[src/rtl/gpio_evt_pkg.sv]
package gpio_evt_pkg;
  localparam int unsigned ADDR_W = 3;
  localparam int unsigned HI_OFS = 16;  // upper-half field offset

  typedef enum logic [ADDR_W-1:0] {
    A_DBCTL = 3'd0,
    A_DBEN  = 3'd1,
    A_TYPE  = 3'd2,
    A_IEN   = 3'd3,
    A_DOFF  = 3'd4,
    A_PEND  = 3'd5,
    A_PIN   = 3'd6
  } reg_addr_e;
endpackage

[src/rtl/gpio_evt_sync.sv]
module gpio_evt_sync #(
  parameter int unsigned W = 16
) (
  input  logic         clk_i,
  input  logic         rst_ni,
  input  logic [W-1:0] d_i,
  output logic [W-1:0] q_o
);
  logic [W-1:0] s1_q, s2_q;

  always_ff @(posedge clk_i or negedge rst_ni) begin
    if (!rst_ni) begin
      s1_q <= '0;
      s2_q <= '0;
    end else begin
      s1_q <= d_i;
      s2_q <= s1_q;
    end
  end

  assign q_o = s2_q;
endmodule

[src/rtl/gpio_evt_tick.sv]
module gpio_evt_tick #(
  parameter int unsigned SEL_W = 4
) (
  input  logic             clk_i,
  input  logic             rst_ni,
  input  logic [SEL_W-1:0] sel_i,
  input  logic             slow_i,
  input  logic             tick_i,
  output logic             stb_o
);
  localparam int unsigned CW = (1 << SEL_W) - 1;

  logic [CW-1:0] cnt_q, lim;
  logic          adv;

  assign lim   = ~({CW{1'b1}} << sel_i);  // 2^n - 1
  assign adv   = slow_i ? tick_i : 1'b1;
  assign stb_o = adv && (cnt_q >= lim);

  always_ff @(posedge clk_i or negedge rst_ni) begin
    if (!rst_ni)  cnt_q <= '0;
    else if (adv) cnt_q <= stb_o ? '0 : cnt_q + 1'b1;
  end
endmodule

[src/rtl/gpio_evt_filt.sv]
module gpio_evt_filt #(
  parameter int unsigned W = 16
) (
  input  logic         clk_i,
  input  logic         rst_ni,
  input  logic         stb_i,
  input  logic [W-1:0] d_i,
  output logic [W-1:0] q_o
);
  for (genvar g = 0; g < W; g++) begin : g_pin
    logic samp_q, filt_q;

    always_ff @(posedge clk_i or negedge rst_ni) begin
      if (!rst_ni) begin
        samp_q <= 1'b0;
        filt_q <= 1'b0;
      end else if (stb_i) begin
        samp_q <= d_i[g];
        if (samp_q == d_i[g]) filt_q <= d_i[g];  // two agreeing samples
      end
    end

    assign q_o[g] = filt_q;
  end
endmodule

[src/rtl/gpio_evt_det.sv]
module gpio_evt_det #(
  parameter int unsigned W = 16
) (
  input  logic         clk_i,
  input  logic         rst_ni,
  input  logic [W-1:0] src_i,
  input  logic [W-1:0] lvl_i,
  input  logic [W-1:0] en_lo_i,
  input  logic [W-1:0] en_hi_i,
  input  logic [W-1:0] off_i,
  input  logic         always_i,
  input  logic [W-1:0] clr_i,
  output logic [W-1:0] evt_o,
  output logic [W-1:0] pend_o
);
  for (genvar g = 0; g < W; g++) begin : g_pin
    logic prev_q, pend_q, act, hit;

    assign act = always_i | en_lo_i[g] | en_hi_i[g];

    always_ff @(posedge clk_i or negedge rst_ni) begin
      if (!rst_ni)  prev_q <= 1'b0;
      else if (act) prev_q <= src_i[g];
    end

    always_comb begin
      if (lvl_i[g])
        hit = (src_i[g] & en_hi_i[g]) | (~src_i[g] & en_lo_i[g]);
      else
        hit = act & ((~prev_q & src_i[g] & en_hi_i[g]) |
                     (prev_q & ~src_i[g] & en_lo_i[g]));
    end

    assign evt_o[g] = hit & ~off_i[g];

    // new event takes priority over a clear in the same cycle
    always_ff @(posedge clk_i or negedge rst_ni) begin
      if (!rst_ni) pend_q <= 1'b0;
      else         pend_q <= (pend_q & ~clr_i[g]) | evt_o[g];
    end

    assign pend_o[g] = pend_q;
  end
endmodule

[src/rtl/gpio_evt_regs.sv]
module gpio_evt_regs
  import gpio_evt_pkg::*;
#(
  parameter int unsigned NPIN  = 16,
  parameter int unsigned DW    = 32,
  parameter int unsigned SEL_W = 4
) (
  input  logic              clk_i,
  input  logic              rst_ni,
  input  logic              we_i,
  input  logic              re_i,
  input  logic [ADDR_W-1:0] addr_i,
  input  logic [DW-1:0]     wdata_i,
  output logic [DW-1:0]     rdata_o,
  input  logic [NPIN-1:0]   pend_i,
  input  logic [NPIN-1:0]   pin_i,
  output logic [SEL_W-1:0]  sel_o,
  output logic              src_slow_o,
  output logic              always_o,
  output logic [NPIN-1:0]   deb_en_o,
  output logic [NPIN-1:0]   lvl_o,
  output logic [NPIN-1:0]   en_lo_o,
  output logic [NPIN-1:0]   en_hi_o,
  output logic [NPIN-1:0]   off_o,
  output logic [NPIN-1:0]   clr_o
);
  localparam int unsigned SRC_BIT = SEL_W;
  localparam int unsigned ON_BIT  = SEL_W + 1;

  always_ff @(posedge clk_i or negedge rst_ni) begin
    if (!rst_ni) begin
      sel_o      <= '0;
      src_slow_o <= 1'b0;
      always_o   <= 1'b0;
      deb_en_o   <= '0;
      lvl_o      <= '0;
      en_lo_o    <= '0;
      en_hi_o    <= '0;
      off_o      <= '0;
    end else if (we_i) begin
      case (addr_i)
        A_DBCTL: begin
          sel_o      <= wdata_i[SEL_W-1:0];
          src_slow_o <= wdata_i[SRC_BIT];
          always_o   <= wdata_i[ON_BIT];
        end
        A_DBEN:  deb_en_o <= wdata_i[NPIN-1:0];
        A_TYPE:  lvl_o    <= wdata_i[NPIN-1:0];
        A_IEN: begin
          en_lo_o <= wdata_i[NPIN-1:0];
          en_hi_o <= wdata_i[HI_OFS +: NPIN];
        end
        A_DOFF:  off_o    <= wdata_i[HI_OFS +: NPIN];
        default: ;
      endcase
    end
  end

  assign clr_o = (we_i && addr_i == A_PEND) ? wdata_i[NPIN-1:0] : '0;

  logic [DW-1:0] rd;
  always_comb begin
    rd = '0;
    case (addr_i)
      A_DBCTL: begin
        rd[SEL_W-1:0] = sel_o;
        rd[SRC_BIT]   = src_slow_o;
        rd[ON_BIT]    = always_o;
      end
      A_DBEN:  rd[NPIN-1:0] = deb_en_o;
      A_TYPE:  rd[NPIN-1:0] = lvl_o;
      A_IEN: begin
        rd[NPIN-1:0]       = en_lo_o;
        rd[HI_OFS +: NPIN] = en_hi_o;
      end
      A_DOFF:  rd[HI_OFS +: NPIN] = off_o;
      A_PEND:  rd[NPIN-1:0] = pend_i;
      A_PIN:   rd[NPIN-1:0] = pin_i;
      default: rd = '0;
    endcase
  end

  assign rdata_o = re_i ? rd : '0;
endmodule

[src/rtl/gpio_evt_unit.sv]
module gpio_evt_unit
  import gpio_evt_pkg::*;
#(
  parameter int unsigned NPIN  = 16,
  parameter int unsigned DW    = 32,
  parameter int unsigned SEL_W = 4
) (
  input  logic              clk_i,
  input  logic              rst_ni,
  input  logic [NPIN-1:0]   pin_i,
  input  logic              slow_tick_i,
  input  logic              reg_we_i,
  input  logic              reg_re_i,
  input  logic [ADDR_W-1:0] reg_addr_i,
  input  logic [DW-1:0]     reg_wdata_i,
  output logic [DW-1:0]     reg_rdata_o,
  output logic              irq_o
);
  logic [SEL_W-1:0] sel;
  logic             ctl_src, ctl_on, samp_stb;
  logic [NPIN-1:0]  deb_en, lvl, en_lo, en_hi, off, clr;
  logic [NPIN-1:0]  sync_w, din_w, filt_w, src_w, evt_w, pend_w;

  gpio_evt_regs #(.NPIN(NPIN), .DW(DW), .SEL_W(SEL_W)) u_regs (
    .clk_i, .rst_ni,
    .we_i(reg_we_i), .re_i(reg_re_i), .addr_i(reg_addr_i),
    .wdata_i(reg_wdata_i), .rdata_o(reg_rdata_o),
    .pend_i(pend_w), .pin_i(din_w),
    .sel_o(sel), .src_slow_o(ctl_src), .always_o(ctl_on),
    .deb_en_o(deb_en), .lvl_o(lvl), .en_lo_o(en_lo), .en_hi_o(en_hi),
    .off_o(off), .clr_o(clr)
  );

  gpio_evt_sync #(.W(NPIN)) u_sync (.clk_i, .rst_ni, .d_i(pin_i), .q_o(sync_w));

  assign din_w = sync_w & ~off;

  gpio_evt_tick #(.SEL_W(SEL_W)) u_tick (
    .clk_i, .rst_ni, .sel_i(sel), .slow_i(ctl_src),
    .tick_i(slow_tick_i), .stb_o(samp_stb)
  );

  gpio_evt_filt #(.W(NPIN)) u_filt (
    .clk_i, .rst_ni, .stb_i(samp_stb), .d_i(din_w), .q_o(filt_w)
  );

  assign src_w = (deb_en & filt_w) | (~deb_en & din_w);

  gpio_evt_det #(.W(NPIN)) u_det (
    .clk_i, .rst_ni, .src_i(src_w), .lvl_i(lvl), .en_lo_i(en_lo),
    .en_hi_i(en_hi), .off_i(off), .always_i(ctl_on), .clr_i(clr),
    .evt_o(evt_w), .pend_o(pend_w)
  );

  assign irq_o = |pend_w;
endmodule

[config.mk]
export PLATFORM = sky130hd
export DESIGN_NAME = gpio_evt_unit
export DESIGN_NICKNAME = d
export VERILOG_FILES = /design/src/rtl/gpio_evt_pkg.sv /design/src/rtl/gpio_evt_sync.sv /design/src/rtl/gpio_evt_tick.sv /design/src/rtl/gpio_evt_filt.sv /design/src/rtl/gpio_evt_det.sv /design/src/rtl/gpio_evt_regs.sv /design/src/rtl/gpio_evt_unit.sv
export SDC_FILE = /design/constraint.sdc
export NUM_CORES = 1
export LEC_CHECK = 0
export ABC_AREA = 1
export BUFFER_PORTS_ARGS = -buffer_cell sky130_fd_sc_hd__clkbuf_2
export CELL_PAD_IN_SITES_DETAIL_PLACEMENT = 1
export CELL_PAD_IN_SITES_GLOBAL_PLACEMENT = 2
export CORE_AREA = 4 4 165 167
export CTS_BUF_LIST = sky130_fd_sc_hd__clkbuf_16
export DETAILED_ROUTE_END_ITERATION = 8
export DIE_AREA = 0 0 169 171
export PLACE_DENSITY_LB_ADDON = 0.1
export SYNTH_ARGS = -nofsm -noshare
export SYNTH_HDL_FRONTEND = slang
export SYNTH_SLANG_ARGS = --single-unit
[constraint.sdc]
create_clock -name clk_i -period 4.8 [get_ports clk_i]
set_input_delay 0.24 -clock clk_i [delete_from_list [all_inputs] [get_ports clk_i]]
set_output_delay 0.24 -clock clk_i [all_outputs]
set_load 0.03 [all_outputs]
## Word level (Yosys, flattened, before mapping)

Cells that the tools add are included.

- Output and inout port bits: 33
- Word-level logic and storage cells: 443
- Flip-flop bits (word level): 197
- Input port bits: 56

- Order comparisons: 1
- Equality and inequality tests: 22
- Bitwise gates (word level): 295
- Muxes and demuxes: 23
- $add $sub $neg: 1
- Reductions and logical operators: 25
- Shifts and indexed selects: 1

Operators by type and width:

| cell | number |
|---|---|
| $and 1x1->1 | 144 |
| $or 1x1->1 | 80 |
| $not 1->1 | 64 |
| $pmux 10 s5 | 1 |
| $and 16x16->16 | 3 |
| $reduce_and 2->1 | 21 |
| $pmux 6 s6 | 1 |
| $mux 32 | 1 |
| $not 16->16 | 2 |
| $pmux 16 s2 | 1 |
| $mux 1 | 17 |
| $eq 1x1->1 | 16 |
| $mux 16 | 1 |
| $or 16x16->16 | 1 |
| $reduce_or 16->1 | 1 |
| $add 15x1->15 const B | 1 |
| $ge 15x15->1 | 1 |
| $mux 15 | 1 |
| $not 15->15 | 1 |
| $shl 15x4->15 const A | 1 |
| $eq 3x3->1 const B | 3 |
| $eq 3x2->1 const B | 2 |
| $eq 3x1->1 const B | 1 |
| $logic_not 3->1 | 1 |
| $logic_and 1x1->1 | 2 |

## Depth between registers and ports, before layout

Gate-level depths: netlist of run 1.

- Depth after elaboration: 12
- Gate-level depth with buffers: 15
- Depth with buffers taken out: 13

## By module

From an unflattened synthesis of run 1, not the netlist that was laid out.

- Cells, all modules: 1,484
- Area total of the unflattened synthesis: 10,899.2 µm²

By module, submodules not included:

| module | sequential area each (µm²) | area each (µm²) | cells each | instances |
|---|---|---|---|---|
| gpio_evt_regs | 2,152.1 | 4,319.1 | 574 | 1 |
| gpio_evt_det | 800.8 | 2,323.5 | 354 | 1 |
| gpio_evt_filt | 800.8 | 1,586.5 | 213 | 1 |
| gpio_evt_tick | 375.4 | 1,412.6 | 200 | 1 |
| gpio_evt_sync | 800.8 | 800.8 | 32 | 1 |
| gpio_evt_unit | 0.0 | 456.7 | 111 | 1 |

## Worst setup path after synthesis of run 1

OpenSTA, ideal clock, no wires.

- Path kind: register to register
- Start point: register u_regs.sel_o[2]
- End point: register u_filt.g_pin[6].samp_q
- Setup slack: 2,656 ps
- Stages on the path, launching flop included: 16
- Path buffers: 2
- Setup time: 83 ps
- Required time: 4,717 ps
- Period minus slack after synthesis: 2,144 ps
- Arrival: 2,062 ps
- Path through: dfrtp_1 > clkbuf_1 > nand2_1 > inv_1 > nand2_1 > ha_1 > nand2_1 > nand2_1 > nand3_1 > nand2_1 > nor2_1 > nand3_2 > nand2_2 > buf_2 > nand2_1 > o21ai_0

- Word-level cells in the longest chain between the ends: 4

Ends and longest elaborated chain:

| what | line | source |
|---|---|---|
| start: declaration | gpio_evt_regs.sv:17 | `output logic [SEL_W-1:0] sel_o,` |
| start signal: assignment | gpio_evt_regs.sv:43 | `sel_o <= wdata_i[SEL_W-1:0];` |
| $shl 15x4->15 | gpio_evt_tick.sv:16 | `assign lim = ~({CW{1'b1}} << sel_i);` |
| $not 15->15 | gpio_evt_tick.sv:16 |  |
| $ge 15x15->1 | gpio_evt_tick.sv:18 | `assign stb_o = adv && (cnt_q >= lim);` |
| $logic_and 1x1->1 | gpio_evt_tick.sv:18 |  |
| end signal: assignment | gpio_evt_filt.sv:18 | `samp_q <= d_i[g];` |
| end: declaration | gpio_evt_filt.sv:11 | `logic samp_q, filt_q;` |

Every way passes these cells.
A chain may end at the register's enable or synchronous reset.

## Final worst setup path of run 1

- Start point: register u_regs.sel_o[3]
- End point: register u_tick.cnt_q[8]

- Word-level cells in the longest chain between the ends: 5

Ends and longest elaborated chain:

| what | line | source |
|---|---|---|
| $shl 15x4->15 | gpio_evt_tick.sv:16 |  |
| $not 15->15 | gpio_evt_tick.sv:16 |  |
| $ge 15x15->1 | gpio_evt_tick.sv:18 |  |
| $logic_and 1x1->1 | gpio_evt_tick.sv:18 |  |
| $mux 15 | gpio_evt_tick.sv:22 | `else if (adv) cnt_q <= stb_o ? '0 : cnt_q + 1'b1;` |
| end signal: assignment | gpio_evt_tick.sv:22 |  |
| end: declaration | gpio_evt_tick.sv:13 | `logic [CW-1:0] cnt_q, lim;` |

Every way passes these cells.

==> results of run 1 <==
==> power by group <==
| part | internal [uW] | leakage, uW | total (uW) | switching, uW |
|---|---|---|---|---|
| registers | 2050 | 0.00242 | 2410 | 361 |
| clock network | 691 | 0.000284 | 1430 | 739 |
| logic | 471 | 0.00275 | 1300 | 824 |
==> worst max-delay path: stages (launching register included) <==
cell and delay (ns):
dfrtp_1 0.57, nand2_1 0.13, inv_1 0.09, nand2_1 0.06, ha_1 0.30, nand2_1 0.07
nor2_1 0.15, and2_1 0.14, nand2_1 0.08, nand3_2 0.06, buf_4 0.35, nand2_2 0.49
inv_2 0.33, nor2_1 0.08
==> placed cells by master (no fill, tap or decap), types with 7 or more instances in the layout <==
master         synthesis  routed
o211ai_1               7       7
inv_1                142     143
nor2_1                73      73
a211oi_1               9       9
nand2_1              321     321
o21ai_0               90      90
dfrtp_1              197     197
nor3_1                14      14
a21oi_2               10      10
nand3_1               30      30
clkbuf_16              0      17
nand4_1               19      19
nand2_2               16      16
o21ai_1               58      58
clkbuf_2               0      87
a21oi_1               42      42
dlygate4sd3_1          0      17
ha_1                  16      16
o22ai_1                9       9
o21ai_2               49      49
==> repair_timing <==
item | CTS | global route
hold endpoints to repair | 122 | 0
hold buffers | 17 | 0
resized for setup | 0 | 0
==> routing by layer <==
| metal | up-vias | part of all wire | global-route usage |
|---|---|---|---|
| li1 | 4092 | - | - |
| met1 | 4070 | 0.46 | 0.280 |
| met4 | 0 | 0.0097 | 0.0434 |
| met5 | - | 0 | 0 |
| met2 | 111 | 0.50 | 0.376 |
| met3 | 25 | 0.028 | 0.0333 |
==> final cells by class <==
cell class | instances | area (um2) | share of cell area
tap | 335 | 419 | 0.0371
clock buffer | 17 | 425 | 0.0376
sequential | 197 | 4930 | 0.436
multi-input combinational | 809 | 4180 | 0.369
inverter | 150 | 567 | 0.0501
timing repair buffer | 109 | 649 | 0.0574
clock inverter | 15 | 140 | 0.0124
==> metrics by stage <==
stage	util	worst slack [ns]	hold WS, ns
6_report	0.439	1.77	0.0321
5_1_grt	0.439	1.36	0.0356
3_5_place_dp	0.410	1.76	0.336
3_3_place_gp	0.410	1.83	0.333
4_1_cts	0.439	1.73	0.0176
2_1_floorplan	-	2.66	-0.0556
==> final timing paths <==
check / startpoint / endpoint / slack, ns / depth (start not counted)
min reg2reg: u_sync.s1_q[7] / u_sync.q_o[7] / 0.35 / 0
min in group asynchronous: rst_ni / u_regs.off_o[2] / 0.43 / 2
max in group asynchronous: rst_ni / u_sync.q_o[4] / 3.12 / 3
min: reg_wdata_i[24] / u_regs.en_hi_o[8] / 0.03 / 3
max reg2reg: u_regs.sel_o[3] / u_tick.cnt_q[8] / 1.77 / 13
max: u_regs.sel_o[3] / u_tick.cnt_q[8] / 1.77 / 13
==> logic make-up (layout without fill, tap and decap cells) <==
kind of cell             Yosys count  in the layout  share of synthesized area
AO/OA/AOI/OAI                    298            298                      0.186
buffers and inverters            189            291                     0.0856
XOR/XNOR                           7              7                    0.00616
flip-flops                       197            197                      0.495
AND/OR/NAND/NOR                  488            488                      0.207
adder cells (fa/ha/maj)           16             16                     0.0201
==> flow_metrics.tcl, run 1 <==
set metrics [dict create \
    drt_iter0_drc 358 \
    ys_types 43 \
    tightestPinTransition_ns 1.03 \
    vias 8298 \
    nNetsFinal 1356 \
    powerDensity_mw_per_mm2 454 \
    drc 0 \
    die_w_um 169 \
    final_cells 1632 \
    ys.flop_type "dfrtp_1" \
    ctsRootBufferMaster "clkbuf_16" \
    cp-end-kind "flip-flop" \
    post-route-cell-area_mm2 0.0113 \
    clk_latency_ns 0.45 \
    p_total_uw 5130 \
    clkTransAtPathRegs_ns 0.08 \
    ys_seq_area_frac 0.495 \
    yosysMostFrequentCell "nand2_1" \
    grt_pass1_wl_um 48100 \
    synth.top_cells.by_count "321 x nand2_1, 197 x dfrtp_1, 142 x inv_1" \
    dp_hpwl_um 20400 \
    dp_cells 1583 \
    report.final.slew_viol_count 0 \
    placed_area_mm2 0.0106 \
    place.gp.congestion 0.790 \
    tns_ns 0 \
    antenna_found_initial 0 \
    finalWirelength_um 29700 \
    maxCapViolations 0 \
    yosysWarningCount 0 \
    die_area_mm2 0.0289 \
    synth_edf_count 0 \
    finClkSkew_ns 0.0145 \
    synth_area_per_cell_um2 8.33 \
    syn_area_mm2 0.00996 \
    rsz0062_at_grt "false" \
    cts_buffers 17 \
    drive_above_1_share 0.168 \
    grt_pass1_vias 8651 \
    cp_max_fo 37 \
    cts_setup_buffers 0 \
    clockBufferDepth 2 \
    clock.fmax_mhz 330 \
    synthesis.nets 1267 \
    synth.top_cell.area_share 0.495 \
    p_leak_uw 0.00545 \
    cp.arrival_ns 3.37 \
    min_path_type "in -> reg" \
    coreArea_mm2 0.0258 \
    wl_per_cell_um 18.2 \
    die_y_um 171 \
    ir_worst_vdd_v 0.000196 \
    async_flop_share 1.00 \
    diodes 0 \
    viasPerCell 5.08 \
    slew_headroom 0.314 \
    dr.pass1.iters 5 \
    htree_levels 4 \
    ys_seq_elements 197 \
    num-fill-cells 3116 \
    period_needed_ns 3.03 \
    fp-row-count 59 \
    track_usage 0.213 \
    path_class "reg -> reg" \
    ios 89 \
    start_util 0.387 \
    gr-total-overflow 0 \
    finalHoldViolations 0 \
    cts_tree "done" \
    fin_crit_sh 0.632 \
    synth_cells 1195 \
    synth.largest_area_cell "dfrtp_1" \
    clkSinkCount 197 \
    grt_max_degree 109 \
    crit_required_ns 5.13 \
    port-buffer-count 88 \
    synth_area_leaders "dfrtp_1 49%, nand2_1 12%, inv_1 5.4%" \
    area_growth_pct 13.5 \
    status "finished, final reports clean" \
    ant_nets 0 \
    setup_viol 0 \
    startpoint_type "flip-flop" \
]
Note: power is estimated with default switching activity, not from simulation.
==> inputs of run 2 (changes only) <==
--- a/config.mk
+++ b/config.mk
@@ -9,10 +9,10 @@
 export BUFFER_PORTS_ARGS = -buffer_cell sky130_fd_sc_hd__clkbuf_2
 export CELL_PAD_IN_SITES_DETAIL_PLACEMENT = 1
 export CELL_PAD_IN_SITES_GLOBAL_PLACEMENT = 2
-export CORE_AREA = 4 4 165 167
+export CORE_AREA = 4 4 172 174
 export CTS_BUF_LIST = sky130_fd_sc_hd__clkbuf_16
 export DETAILED_ROUTE_END_ITERATION = 8
-export DIE_AREA = 0 0 169 171
+export DIE_AREA = 0 0 176 178
 export PLACE_DENSITY_LB_ADDON = 0.1
 export SYNTH_ARGS = -nofsm -noshare
 export SYNTH_HDL_FRONTEND = slang
==> constraint.sdc (replaced) <==
create_clock -name clk_i -period 2.8 [get_ports clk_i]
set_input_delay 0.14 -clock clk_i [delete_from_list [all_inputs] [get_ports clk_i]]
set_output_delay 0.14 -clock clk_i [all_outputs]
set_load 0.03 [all_outputs]
==> run 2 against run 1 <==
Effect of this change: the flow now finishes with violations (negative hold slack); worst hold slack worse by 0.033 ns; via count is 1.9% higher; sequential power up 71%; non-clock buffer count up 32; core utilization down 1.9 points; total power grew 72%; clock power grew 68%; sequential share of layout area fell by 1.4 points; combinational power increased by 78%; first-iteration DRC count grew 20%; fmax is 30% higher.
==> flow_metrics.tcl, run 2 (same netlist as run 1, synthesis figures left out) <==
set metrics [dict create \
    status "finished, violations left" \
    failed_checks "negative hold slack" \
    wl_per_cell_um 18.1 \
    path_class "reg -> reg" \
    drt_iter0_drc 430 \
    place.gp.congestion 0.784 \
    ctsRootBufferMaster "clkbuf_16" \
    antenna_found_initial 0 \
    clockBufferDepth 2 \
    grt_pass1_wl_um 50700 \
    diodes 0 \
    fp-row-count 61 \
    clkPwrFrac 0.272 \
    report.final.slew_viol_count 0 \
    drc 0 \
    finClkSkew_ns 0.0131 \
    internal-power_uw 5610 \
    clock.fmax_mhz 430 \
    min_path_type "in -> reg" \
    final_common_cell "nand2_1" \
    die_w_um 176 \
    period_needed_ns 2.32 \
    worstPathCellList "nand2_1 > inv_1 > nand2_1 > ha_1 > nand2_1 > nand2_1 > nand3_1 > nand2_1 > nor2_1 > nand3_2 > nand2_2 > buf_12 > o21ai_0" \
    grt_max_degree 91 \
    maxCapViolations 0 \
    startpoint_type "flip-flop" \
    drive_above_1_share 0.176 \
    tightestPinTransition_ns 0.719 \
    hold_slack_ns -0.000820 \
    vias 8454 \
    fin_crit_sh 0.830 \
    crit_required_ns 3.11 \
    switching_share 0.365 \
    powerDensity_mw_per_mm2 757 \
    p_seq_frac 0.466 \
    ant_nets 0 \
    coreArea_mm2 0.0278 \
    utilization 0.420 \
    gr-total-overflow 0 \
    finalHoldViolations 1 \
    post-route-cell-area_mm2 0.0117 \
    viasPerCell 4.95 \
    cp_top_family "simple AND/OR/NAND/NOR gates" \
    cp_max_fo 32 \
    slowest_delay_ns 0.57 \
    nNetsFinal 1388 \
    start_util 0.358 \
    die_area_mm2 0.0313 \
    port-buffer-count 88 \
    rsz0062_at_grt "false" \
    ir_worst_vdd_v 0.000408 \
    power.switching_uw 3230 \
    dr.pass1.iters 5 \
    die_y_um 178 \
    num-fill-cells 3374 \
    clk_latency_ns 0.44 \
    p_leak_uw 0.00561 \
    grt_pass1_vias 8817 \
    htree_levels 4 \
    track_usage 0.208 \
    final_cell_mix "321 x nand2_1, 197 x dfrtp_1, 143 x inv_1" \
    crit_top_cell "nand2_1" \
    ios 89 \
    p_comb_frac 0.262 \
    clkTransAtPathRegs_ns 0.07 \
    cts_tree "done" \
    setup_viol 0 \
    slew_headroom 0.521 \
    dp_hpwl_um 21900 \
    crit_buf_inv 2 \
    area_growth_pct 17.3 \
    cp_slowest_cell "dfrtp_1" \
    cp.arrival_ns 2.63 \
    cts.repair.resized 0 \
    tns_ns 0 \
    finalWirelength_um 30900 \
    clkSinkCount 197 \
    cts_buffers 17 \
    cp-end-kind "flip-flop" \
    placed_area_mm2 0.0108 \
]
run 2: repair_timing:
item                                   CTS  global route
hold buffers                            32             0
endpoints found under the hold margin  131             0
setup buffers                            0             0
run 2: per-layer routing:
layer  up-vias  global-route usage  share of wire  wire, um
li1       4143                   -              -         -
met5         -                   0              0         0
met1      4179               0.287           0.48     14800
met4         0              0.0442          0.010       316
met3        20              0.0286          0.027       830
met2       112               0.352           0.48     15000
run 2: area by class of cell:
class                   count  area (um2)  area share
flip-flops and latches    197        4930       0.422
multi-input cells         809        4180       0.358
well taps                 378         473      0.0405
inverters                 150         567      0.0485
clock buffers              17         425      0.0364
clock inverters            15         128      0.0109
repair buffers            141         978      0.0838
run 2: through the flow:
step | total power [uW] | setup slack, ns | hold WS (ns) | cells
6_report | 8840 | 0.475 | -0.000820 | 1707
5_1_grt | 9550 | 0.165 | 0.0178 | 1707
4_1_cts | 8960 | 0.460 | 0.0112 | 1707
3_5_place_dp | 6480 | 0.470 | 0.221 | 1643
3_3_place_gp | 6390 | 0.603 | 0.216 | 1643
2_1_floorplan | 5650 | 0.656 | -0.156 | 1195
run 2: worst reg2reg max path, cell delays in order, from the launching register on:
cell and delay, ns:
dfrtp_1 0.57, nand2_1 0.14, inv_1 0.10, nand2_1 0.06, ha_1 0.32, nand2_1 0.08
nand2_1 0.04, nand3_1 0.06, nand2_1 0.05, nor2_1 0.17, nand3_2 0.12, nand2_2 0.16
buf_12 0.20, o21ai_0 0.12
run 2: final timing paths:
| kind | slack (ns) | start | cells after the start | end |
|---|---|---|---|---|
| worst max-delay path | 0.48 | u_regs.sel_o[3] | 13 | u_filt.g_pin[1].samp_q |
| worst min-delay path | -0.0008 | reg_wdata_i[21] | 3 | u_regs.en_hi_o[5] |
| worst max register to register | 0.48 | u_regs.sel_o[3] | 13 | u_filt.g_pin[1].samp_q |
| worst min register to register | 0.35 | u_sync.s1_q[14] | 0 | u_sync.q_o[14] |
| max in group asynchronous | 1.75 | rst_ni | 3 | u_filt.g_pin[12].samp_q |
| min in group asynchronous | 0.31 | rst_ni | 2 | u_regs.en_hi_o[1] |
run 2: power by group through the flow:
stage	combinational (uW)	clock, uW	sequential, uW
6_report	2310	2400	4120
2_1_floorplan	1710	0	3940
4_1_cts	2360	2470	4130
5_1_grt	2720	2600	4230
3_3_place_gp	2230	0	4160
3_5_place_dp	2310	0	4170
==> inputs of run 3 (changes only) <==
--- a/config.mk
+++ b/config.mk
@@ -9,10 +9,10 @@
 export BUFFER_PORTS_ARGS = -buffer_cell sky130_fd_sc_hd__clkbuf_2
 export CELL_PAD_IN_SITES_DETAIL_PLACEMENT = 1
 export CELL_PAD_IN_SITES_GLOBAL_PLACEMENT = 2
-export CORE_AREA = 4 4 172 174
+export CORE_AREA = 4 4 179 181
 export CTS_BUF_LIST = sky130_fd_sc_hd__clkbuf_16
 export DETAILED_ROUTE_END_ITERATION = 8
-export DIE_AREA = 0 0 176 178
+export DIE_AREA = 0 0 183 185
 export PLACE_DENSITY_LB_ADDON = 0.1
 export SYNTH_ARGS = -nofsm -noshare
 export SYNTH_HDL_FRONTEND = slang
==> constraint.sdc (replaced) <==
create_clock -name clk_i -period 1.9 [get_ports clk_i]
set_input_delay 0.095 -clock clk_i [delete_from_list [all_inputs] [get_ports clk_i]]
set_output_delay 0.095 -clock clk_i [all_outputs]
set_load 0.03 [all_outputs]
==> run 3 against run 2 <==
Effect of this change: non-clock buffer count increased by 72; global-route usage decreased by 0.77 points; via count increased by 2.8%; fmax increased by 2.7%; combinational power increased by 88%; sequential cell count unchanged; the flow finishes with violations (negative setup slack); sequential power increased by 48%; clock-buffer cell count unchanged; sequential share of layout area decreased by 3.4 points; core utilization decreased by 0.22 points; routed wire length increased by 7.7%; total power increased by 55%.
==> flow_metrics.tcl, run 3 (same netlist as run 1, synthesis figures left out) <==
set metrics [dict create \
    maxCapViolations 0 \
    period_needed_ns 2.26 \
    drive_above_1_share 0.258 \
    cp_max_fo 6 \
    port-buffer-count 88 \
    cts_buffers 17 \
    worstPathCellList "buf_6 > buf_4 > a21oi_2 > ha_1 > nand2_2 > inv_2 > a21oi_2 > nand2_1 > nand2_2 > nand3_4 > nand2_4 > clkbuf_16 > o21ai_0" \
    grt_max_degree 65 \
    grt_pass1_vias 9202 \
    vias 8687 \
    antenna_found_initial 2 \
    path_class "reg -> reg" \
    clkTransAtPathRegs_ns 0.07 \
    setup_viol 47 \
    finClkSkew_ns 0.0197 \
    final_cell_mix "303 x nand2_1, 191 x dfrtp_1, 136 x inv_1" \
    nNetsFinal 1461 \
    gr-total-overflow 0 \
    cts_tree "done" \
    cp-end-kind "flip-flop" \
    p_leak_uw 0.00605 \
    dp_hpwl_um 23500 \
    drc 0 \
    crit_buf_inv 4 \
    clock.fmax_mhz 442 \
    min_path_type "in -> reg" \
    grt_pass1_wl_um 52700 \
    ctsRootBufferMaster "clkbuf_16" \
    dr.pass1.iters 4 \
    dp_cells 1706 \
    startpoint_type "flip-flop" \
    wl_per_cell_um 18.6 \
    htree_levels 4 \
    fp-row-count 64 \
    num-fill-cells 3644 \
    slowest_delay_ns 0.46 \
    failed_checks "negative setup slack" \
    area_growth_pct 27.8 \
    hold_slack_ns 0.0229 \
    die_area_mm2 0.0339 \
    status "finished, violations left" \
    die_y_um 185 \
    ant_nets 0 \
    tns_ns -13.93 \
    ir_worst_vdd_v 0.000725 \
    powerDensity_mw_per_mm2 1080 \
    multi_input_area_mm2 0.00447 \
    start_util 0.327 \
    cp_slowest_cell "dfrtp_2" \
    track_usage 0.200 \
    rsz0062_at_grt "true" \
    diodes 0 \
    cp_top_family "simple AND/OR/NAND/NOR gates" \
    slew_headroom 0.575 \
    cp.arrival_ns 2.59 \
    clkSinkCount 197 \
    die_w_um 183 \
    place.gp.congestion 0.782 \
    clk_latency_ns 0.45 \
    finalWirelength_um 33300 \
    final_cells 1793 \
    clockBufferDepth 2 \
    fin_crit_sh 1.19 \
    ios 89 \
    setup_ws_ns -0.363 \
    coreArea_mm2 0.0304 \
    tightestPinTransition_ns 0.636 \
    viasPerCell 4.84 \
    crit_required_ns 2.23 \
    regArea_mm2 0.00494 \
    drt_iter0_drc 369 \
    finalHoldViolations 0 \
    utilization 0.418 \
    final_common_cell "nand2_1" \
    report.final.slew_viol_count 0 \
]
-- run 3: cell types whose count changed in the layout (fill, tap and decap cells not counted), sizes merged --
cell,previous run,this run
clkinv,8,7
bufinv,1,0
dlygate4sd3,32,44
inv,155,152
buf,22,83
nand2,341,342
clkbuf,104,103
-- run 3: final timing paths --
kind                                  from                      to  slack [ns]  cells past startpoint
max                        u_regs.sel_o[3]  u_filt.g_pin[6].samp_q       -0.36                     13
min                         reg_wdata_i[2]       u_regs.en_lo_o[2]        0.02                      3
max reg2reg                u_regs.sel_o[3]  u_filt.g_pin[6].samp_q       -0.36                     13
min reg2reg                 u_sync.s1_q[1]           u_sync.q_o[1]        0.35                      0
max in group asynchronous           rst_ni   u_det.g_pin[6].prev_q        1.06                      3
min in group asynchronous           rst_ni       u_regs.en_lo_o[2]        0.14                      2
-- run 3: cell type report --
type	count	area share
multi-input cells	810	0.351
well taps	396	0.0389
flip-flops and latches	197	0.388
repair buffers	213	0.138
inverters	150	0.0451
clock buffers	17	0.0334
clock inverters	10	0.00511
-- run 3: what timing repair did --
item | CTS | global route
hold buffers | 44 | 0
setup endpoints to repair | 56 | 62
resized for setup | 33 | 67
buffers inserted | 2 | 9
endpoints found under the hold margin | 273 | 0
pin swaps | 6 | 21
gates cloned | 1 | 4
-- run 3: report_power, final --
| part | internal (uW) | total [uW] | leakage, uW | switching (uW) |
|---|---|---|---|---|
| sequential | 5180 | 6100 | 0.00241 | 917 |
| combinational | 1800 | 4340 | 0.00339 | 2540 |
| clock | 1630 | 3300 | 0.000246 | 1660 |
-- run 3: stage by stage --
stage               worst slack (ns)  instance area, um2  total power [uW]
floorplan                    -0.0506               10000              8420
global placement              -0.296               11300              9800
detailed placement            -0.411               11300              9950
CTS                           -0.278               12400             13500
global route                  -0.488               12700             14800
finish                        -0.363               12700             13700
-- run 3: worst min-delay path, cell delays in order --
cell	delay [ns]
clkbuf_2	0.07
inv_1	0.11
o21ai_2	0.15
-- run 3: routing by layer --
layer  wire (um)  track usage  vias up  share of wire
li1            -            -     4285              -
met1       16600        0.284     4283           0.50
met2       15600        0.328       98           0.47
met3         785       0.0357       17          0.024
met4         231       0.0337        4         0.0069
met5          33            0        -        0.00099
